File: config.mk
export PLATFORM = sky130hd
export DESIGN_NAME = irq_group_bank
export DESIGN_NICKNAME = d
export VERILOG_FILES = /design/src/rtl/irqg_pkg.sv /design/src/rtl/irqg_ctrl.sv /design/src/rtl/irqg_datapath.sv /design/src/rtl/irq_group_bank.sv
export SDC_FILE = /design/constraint.sdc
export NUM_CORES = 1
export LEC_CHECK = 0
export ABC_AREA = 1
export CORE_AREA = 2 2 120 122
export CTS_CLUSTER_DIAMETER = 60
export DETAILED_ROUTE_END_ITERATION = 16
export DIE_AREA = 0 0 122 124
export PLACE_DENSITY = 0.75
export SYNTH_ARGS = -nofsm -noshare
export SYNTH_HDL_FRONTEND = slang
export SYNTH_SLANG_ARGS = --single-unit
File: constraint.sdc
create_clock -name clk -period 1 [get_ports clk]
set_input_delay 0.1 -clock clk [delete_from_list [all_inputs] [get_ports clk]]
set_output_delay 0.1 -clock clk [all_outputs]
set_load 0.01 [all_outputs]
File: src/rtl/irqg_pkg.sv
package irqg_pkg;
  // Byte offsets from the group base; software depends on these.
  localparam int unsigned OFS_STATUS = 0;
  localparam int unsigned OFS_MASK   = 4;
  localparam int unsigned OFS_IDENT  = 8;
  localparam int unsigned OFS_ENABLE = 12;

  typedef enum logic [2:0] {
    SEL_NONE,
    SEL_STATUS,
    SEL_MASK,
    SEL_IDENT,
    SEL_ENABLE
  } rdSel_e;

  typedef struct packed {
    logic   wrMask;
    logic   wrIdent;
    logic   wrEnable;
    rdSel_e rdSel;
  } ctrlStrb_t;
endpackage

File: src/rtl/irqg_ctrl.sv
module irqg_ctrl
  import irqg_pkg::*;
#(
  parameter int unsigned ADDR_W = 4
) (
  input  logic              clk,
  input  logic              rstN,
  input  logic [ADDR_W-1:0] regAddr,
  input  logic              regWrEn,
  output ctrlStrb_t         strb
);

  always_comb begin
    strb       = '0;
    strb.rdSel = SEL_NONE;
    case (regAddr)
      ADDR_W'(OFS_STATUS): strb.rdSel = SEL_STATUS;
      ADDR_W'(OFS_MASK): begin
        strb.rdSel  = SEL_MASK;
        strb.wrMask = regWrEn;
      end
      ADDR_W'(OFS_IDENT): begin
        strb.rdSel   = SEL_IDENT;
        strb.wrIdent = regWrEn;
      end
      ADDR_W'(OFS_ENABLE): begin
        strb.rdSel    = SEL_ENABLE;
        strb.wrEnable = regWrEn;
      end
      default: strb.rdSel = SEL_NONE;
    endcase
  end

  // at most one register is written per access.
  p_one_write_r7: assert property (@(posedge clk) disable iff (!rstN)
    $onehot0({strb.wrMask, strb.wrIdent, strb.wrEnable}));

  // misaligned offsets produce no write strobe.
  p_misaligned_r10: assert property (@(posedge clk) disable iff (!rstN)
    (regAddr[1:0] != 2'b00) |-> !(strb.wrMask || strb.wrIdent || strb.wrEnable));

endmodule

File: src/rtl/irqg_datapath.sv
module irqg_datapath
  import irqg_pkg::*;
#(
  parameter int unsigned WIDTH       = 32,
  parameter bit          HAS_CASCADE = 1'b1
) (
  input  logic             clk,
  input  logic             rstN,
  input  logic [WIDTH-1:0] evtIn,
  input  logic [WIDTH-1:0] cascIn,
  input  logic [WIDTH-1:0] wrData,
  input  ctrlStrb_t        strb,
  output logic [WIDTH-1:0] rdData,
  output logic [WIDTH-1:0] sumOut
);

  logic [WIDTH-1:0] maskQ, identQ, enQ, sumQ;
  logic [WIDTH-1:0] cascVec, setVec, clrVec, identD, enD, maskD;

  generate
    if (HAS_CASCADE) begin : g_casc
      assign cascVec = cascIn;
    end else begin : g_nocasc
      assign cascVec = '0;
    end
  endgenerate

  // Set requests pass the mask that holds before this edge.
  assign setVec = (evtIn | cascVec) & ~maskQ;
  assign clrVec = strb.wrIdent ? wrData : '0;
  // Set is applied after clear, so it wins on a collision.
  assign identD = (identQ & ~clrVec) | setVec;
  assign enD    = strb.wrEnable ? wrData : enQ;
  assign maskD  = strb.wrMask   ? wrData : maskQ;

  always_ff @(posedge clk) begin
    if (!rstN) begin
      maskQ  <= '0;
      identQ <= '0;
      enQ    <= '0;
      sumQ   <= '0;
    end else begin
      maskQ  <= maskD;
      identQ <= identD;
      enQ    <= enD;
      sumQ   <= identD & enD;
    end
  end

  always_comb begin
    case (strb.rdSel)
      SEL_STATUS: rdData = evtIn;
      SEL_MASK:   rdData = maskQ;
      SEL_IDENT:  rdData = identQ;
      SEL_ENABLE: rdData = enQ;
      default:    rdData = '0;
    endcase
  end

  assign sumOut = sumQ;

  // an unmasked event is pending after the edge that sampled it.
  p_unmasked_set_r3: assert property (@(posedge clk) disable iff (!rstN)
    1'b1 |=> ((($past(evtIn) & ~$past(maskQ)) & ~identQ) == '0));

  // a bit that becomes pending was unmasked when it was set.
  p_masked_drop_r4: assert property (@(posedge clk) disable iff (!rstN)
    1'b1 |=> ((identQ & ~$past(identQ) & $past(maskQ)) == '0));

  // bits written as 1 are gone unless a request set them again.
  p_w1c_r5: assert property (@(posedge clk) disable iff (!rstN)
    strb.wrIdent |=> ((identQ & $past(wrData) & ~$past(evtIn | cascVec)) == '0));

  // pending bits are lost only through a software clear.
  p_keep_r9: assert property (@(posedge clk) disable iff (!rstN)
    1'b1 |=> (($past(identQ) & ~$past(clrVec) & ~identQ) == '0));

  // the registered summary tracks pending AND enable.
  p_summary_r8: assert property (@(posedge clk) disable iff (!rstN)
    sumQ == (identQ & enQ));

endmodule

File: src/rtl/irq_group_bank.sv
module irq_group_bank
  import irqg_pkg::*;
#(
  parameter int unsigned WIDTH       = 32,
  parameter int unsigned ADDR_W      = 4,
  parameter bit          HAS_CASCADE = 1'b1
) (
  input  logic              clk,
  input  logic              rstN,
  input  logic [WIDTH-1:0]  evtIn,
  input  logic [WIDTH-1:0]  cascIn,
  input  logic [ADDR_W-1:0] regAddr,
  input  logic              regWrEn,
  input  logic [WIDTH-1:0]  regWrData,
  output logic [WIDTH-1:0]  regRdData,
  output logic [WIDTH-1:0]  sumOut
);

  ctrlStrb_t strb;

  irqg_ctrl #(.ADDR_W(ADDR_W)) ctrl_i (
    .clk     (clk),
    .rstN    (rstN),
    .regAddr (regAddr),
    .regWrEn (regWrEn),
    .strb    (strb)
  );

  irqg_datapath #(.WIDTH(WIDTH), .HAS_CASCADE(HAS_CASCADE)) dp_i (
    .clk    (clk),
    .rstN   (rstN),
    .evtIn  (evtIn),
    .cascIn (cascIn),
    .wrData (regWrData),
    .strb   (strb),
    .rdData (regRdData),
    .sumOut (sumOut)
  );

endmodule

# ---- Word level (Yosys, flattened, before mapping)
# Cells that the tools add are included.
dict set report classes {
  eq_ne 7
  n_mux 7
  bitwise_logic 7
  n_reduce_logical 1
}
# op n
set ops {}
lappend ops {{$pmux W32 S4} 1}
lappend ops {{$and A32 B32 Y32} 3}
lappend ops {{$mux W32} 2}
lappend ops {{$not A32 Y32} 2}
lappend ops {{$or A32 B32 Y32} 2}
lappend ops {{$pmux W3 S4} 1}
lappend ops {{$eq A4 B4 Y1 const B} 2}
lappend ops {{$eq A3 B2 Y1 const B} 2}
lappend ops {{$eq A4 B3 Y1 const B} 1}
lappend ops {{$logic_not A4 Y1} 1}
lappend ops {{$eq A3 B1 Y1 const B} 1}
lappend ops {{$eq A3 B3 Y1 const B} 1}
lappend ops {{$mux W1} 3}
dict set report word_totals {
  register_bits 128
  output_inout_bits 64
}

# ---- Longest topological paths before layout
# Gate-level depths: netlist (run 1).
dict set report logic_depth {
  depth_word 7
  mapped_depth 7
  ltp_nobuf 6
}

# ---- Hierarchy
# A second synthesis (run 1) with hierarchy kept.
dict set report hier_totals {
  cells_unflattened 921
  hier_area_um2 6142.1
}
# mod n_inst cells_per_inst area_per_inst_um2
set by_module_without_submodules {}
lappend by_module_without_submodules {irqg_datapath 1 901 6063.3}
lappend by_module_without_submodules {irqg_ctrl 1 20 78.8}

# ---- Worst setup path before layout (run 1)
# OpenSTA, ideal clock, no wires.
dict set report synth_path {
  path_type {input to output}
  startpoint {in regAddr[1]}
  endpoint {out regRdData[10]}
  arrival_ns 0.935
  path_slack_ns -0.035
  stages 5
  cell_sequence {nor2_4 > buf_2 > clkbuf_1 > nand3_1 > nand4_1}
}
dict set report synth_between {
  elab_chain_len 4
  elab_cells_between_ends 10
  cone_classes {eq/ne (7); mux (2); reduce/logical (1)}
}
# item line
set synth_lines {}
lappend synth_lines {{start, declared} irq_group_bank.sv:12} ;# input logic [ADDR_W-1:0] regAddr,
lappend synth_lines {{$eq A4 B4 Y1, or another cell as far along} irqg_ctrl.sv:16} ;# case (regAddr)
lappend synth_lines {{$pmux W3 S4 (*)} irqg_ctrl.sv:16}
lappend synth_lines {{$eq A3 B3 Y1, or another cell as far along} irqg_datapath.sv:51} ;# case (strb.rdSel)
lappend synth_lines {{$pmux W32 S4 (*)} irqg_datapath.sv:51}
lappend synth_lines {{end, declared} irq_group_bank.sv:15} ;# output logic [WIDTH-1:0] regRdData,
# Mark *: on every way between the ends. The rest lies on a longest branch, timed or not.

# ---- Worst setup path in the final report (run 1)
dict set report layout_path {
  startpoint {reg dp_i.identQ[0]}
  endpoint {out regRdData[0]}
}
dict set report layout_between {
  elab_chain_len 1
}
# item line
set layout_lines {}
lappend layout_lines {{start, declared} irqg_datapath.sv:17} ;# logic [WIDTH-1:0] maskQ, identQ, enQ, sumQ;
lappend layout_lines {{start signal, assigned} irqg_datapath.sv:44} ;# identQ <= identD;
lappend layout_lines {{$pmux W32 S4} irqg_datapath.sv:51}
# No other way between the ends.

==> metrics, run 1 <==
# clock sinks 128; post-synthesis register bit count 128; area occupied by registers 0.00264 mm2; total grt overflow 0; summed area of non-filler cells in the final layout 0.0108 mm2; Multi-input gate area 0.00368 mm2; final standard cell utilization of the core 0.789; final total power 14.5 mW; setup repair after global routing missed its margin true; wire length of the first global-routing pass 36.2 mm; Setup WS post-layout -272 ps; number of synthesized flops with an enable pin 0; Highest Clock Rate 0.786 GHz; Crit. End Element primary output; mean instance size in the synthesized netlist 7.22 um2; vias post-DR 7462; clock buffers created by TritonCTS 17; share of synthesized flip-flops with an asynchronous set or reset 0; total half-perimeter wirelength after legalization and detailed placement 11.8 mm; CP Cell Sequence nand3_2 > nand4_1 > buf_2; clock edge transition at the registers on the reported setup and hold paths 60 ps; crit path DAT 1170 ps; initial core utilization 0.426; root cell of the clock tree sky130_fd_sc_hd__clkbuf_16; minimum clock period 1270 ps; number of maximum-capacitance violations 0; y dimension of the die 124 um; Core Region 0.0137 mm2; Top-Level Pins 167; Worst R2R Setup Slack 20 ps; longest individual stage delay on the worst path 370 ps; Total Neg Setup Slack -20370 ps; Total Routing Usage GR 0.316; area share of the leading cell type in the synthesized netlist 0.439; static leakage power 4.53 nW; number of endpoints failing setup at the final stage 138; cell accounting for the most synthesized area sky130_fd_sc_hd__dfxtp_1; Cell Area, Placed 0.00808 mm2; post-route clock skew 16.1 ps; Ant. Diodes 0; number of distinct standard cells referenced by the synthesized netlist 19; cell area after technology mapping 0.00584 mm2; number of port buffers 166; # H-tree levels 4; Post-Route WL 27.9 mm; number of antenna violations at the first check in global routing 0; via density per instance 5.88; pins over their slew limit 0; maximum fanout count along the critical path 2; number of hold violations in the final report 0; clock latency reported for the late side of the worst-skew pair 440 ps; Die Outline Area 0.0151 mm2; RePlAce Congestion 0.801; Post-Syn Instances 809; most used standard cells in the synthesized netlist sky130_fd_sc_hd__nor2_1, sky130_fd_sc_hd__dfxtp_1, sky130_fd_sc_hd__nand3_1; Worst slew margin 0.753; status complete, but fails checks; sequential-to-total area share from yosys stat 0.439; yosys warns 0; initial drt markers 924; count of non-filler cells in the finished layout 1269; Die X-Extent 122 um; dpl cells 1162; vias in the first global route 6823; detailed-route wire length per cell 22.0 um; DRC violations left 0; clock tree from TritonCTS yes; slowest stage cell on the critical path sky130_fd_sc_hd__dfxtp_1; largest net degree at the start of global routing 33; count leader, synth sky130_fd_sc_hd__nor2_1; start-to-end type of the worst setup path reg2out; share of cells above drive strength 1 0.472; Detail Route Antenna Nets 0; predominant post-synthesis flop cell sky130_fd_sc_hd__dfxtp_1; required time of the worst setup path 900 ps; minimum setup slack after placement -1090 ps; number of nets in the layout 1179; area growth from synthesis to final layout 85.4%; Area contributors post-synth sky130_fd_sc_hd__dfxtp_1, sky130_fd_sc_hd__nand3_1, sky130_fd_sc_hd__nor2_1, sky130_fd_sc_hd__nand4_1, sky130_fd_sc_hd__inv_1; syn_nets 912; violations in the final reports setup timing; final worst-path cycle share 1.27; power density normalized to cell area 1340 mW/mm2; class of the tightest hold or removal check in2reg; buffer levels on the longest clock path 2; worst slew pin tran 370 ps; Filler Cells Inserted 824; floorplan row count 43; drt pass-1 iters 6; IR drop worst, VDD 1130 uV; final hold slack 353 ps; nature of the critical path startpoint register
-- final timing paths --
check	from	end	depth (start not counted)
worst max register to register	dp_i.maskQ[14]$_SDFFE_PN0P_	dp_i.identQ[14]$_SDFF_PN0_	4
worst max-delay path	dp_i.identQ[0]$_SDFF_PN0_	regRdData[0]	3
worst min register to register	dp_i.identQ[15]$_SDFF_PN0_	dp_i.identQ[15]$_SDFF_PN0_	2
worst min-delay path	regWrEn	dp_i.enQ[15]$_SDFF_PN0_	5
-- per-layer routing --
layer	up-vias	part of all wire	GRT usage
li1	3248	-	-
met5	-	0	0
met2	534	0.49	0.557
met3	165	0.096	0.0769
met4	0	0.065	0.183
met1	3515	0.35	0.348
-- sequential cells by signal, indices dropped and copies added (netlist names) --
register and flops:
dp_i.enQ 32, dp_i.identQ 32, dp_i.maskQ 32, dp_i.sumOut 32
-- logic make-up after synthesis --
group | synth area share
compound gates | 0.0822
buf+inv | 0.122
flops | 0.439
simple gates | 0.357
-- cells in the final DEF, fill, tap and decap left out, types with 4 or more instances in the layout --
cell type	Yosys	routed
sky130_fd_sc_hd__nor2_2	0	12
sky130_fd_sc_hd__dfxtp_2	0	58
sky130_fd_sc_hd__nand2_2	0	7
sky130_fd_sc_hd__buf_6	3	21
sky130_fd_sc_hd__nor2_1	129	113
sky130_fd_sc_hd__buf_16	0	16
sky130_fd_sc_hd__clkinv_2	0	4
sky130_fd_sc_hd__clkdlybuf4s50_1	0	96
sky130_fd_sc_hd__buf_2	27	63
sky130_fd_sc_hd__buf_12	0	24
sky130_fd_sc_hd__nand4_1	64	64
sky130_fd_sc_hd__a21oi_1	64	28
sky130_fd_sc_hd__nand3_2	1	59
sky130_fd_sc_hd__a21oi_2	0	35
sky130_fd_sc_hd__nor2_4	4	8
sky130_fd_sc_hd__buf_8	0	12
sky130_fd_sc_hd__nand3_1	128	50
sky130_fd_sc_hd__dfxtp_1	128	70
sky130_fd_sc_hd__inv_1	101	83
sky130_fd_sc_hd__nand2_1	66	27
sky130_fd_sc_hd__buf_4	7	67
sky130_fd_sc_hd__o21ai_2	0	21
sky130_fd_sc_hd__inv_2	1	19
sky130_fd_sc_hd__nand2_4	0	32
sky130_fd_sc_hd__nand3_4	1	21
sky130_fd_sc_hd__o21ai_1	16	8
sky130_fd_sc_hd__bufinv_16	0	4
sky130_fd_sc_hd__clkbuf_16	0	21
sky130_fd_sc_hd__nand3b_1	32	32
-- repair_timing --
item                       4_1_cts  5_1_grt
hold buffers                     1        0
cloned                          18        4
setup endpoints to repair      192      152
buffers inserted                38       16
hold endpoints to repair         1        0
pin swaps                      130       56
resized for setup              516      189
-- area by class of cell --
| type | count | share of cell area |
|---|---|---|
| timing repair buffer | 306 | 0.304 |
| multi-input combinational | 521 | 0.340 |
| inverter | 102 | 0.0354 |
| tap | 180 | 0.0208 |
| sequential | 128 | 0.243 |
| clock buffer | 21 | 0.0416 |
| clock inverter | 11 | 0.0150 |
-- power by group --
part | internal, mW | switching (mW)
combinational | 1.25 | 1.25
clock | 4.21 | 2.37
sequential | 5.31 | 0.129
-- critical path: cells and delay by family, from the launching register on --
kind	cells	cell delay (ps)
and+or+nand+nor	2	230
DFF	1	370
buffers and inverters	1	150
No activity file was read; power rests on OpenSTA's default activity.
==> inputs of run 2 (changes only) <==
ABC_CLOCK_PERIOD_IN_PS = 1000   (was unset)
==> results of run 2 <==
Final layout, timing and power as in run 1 (identical DEF).
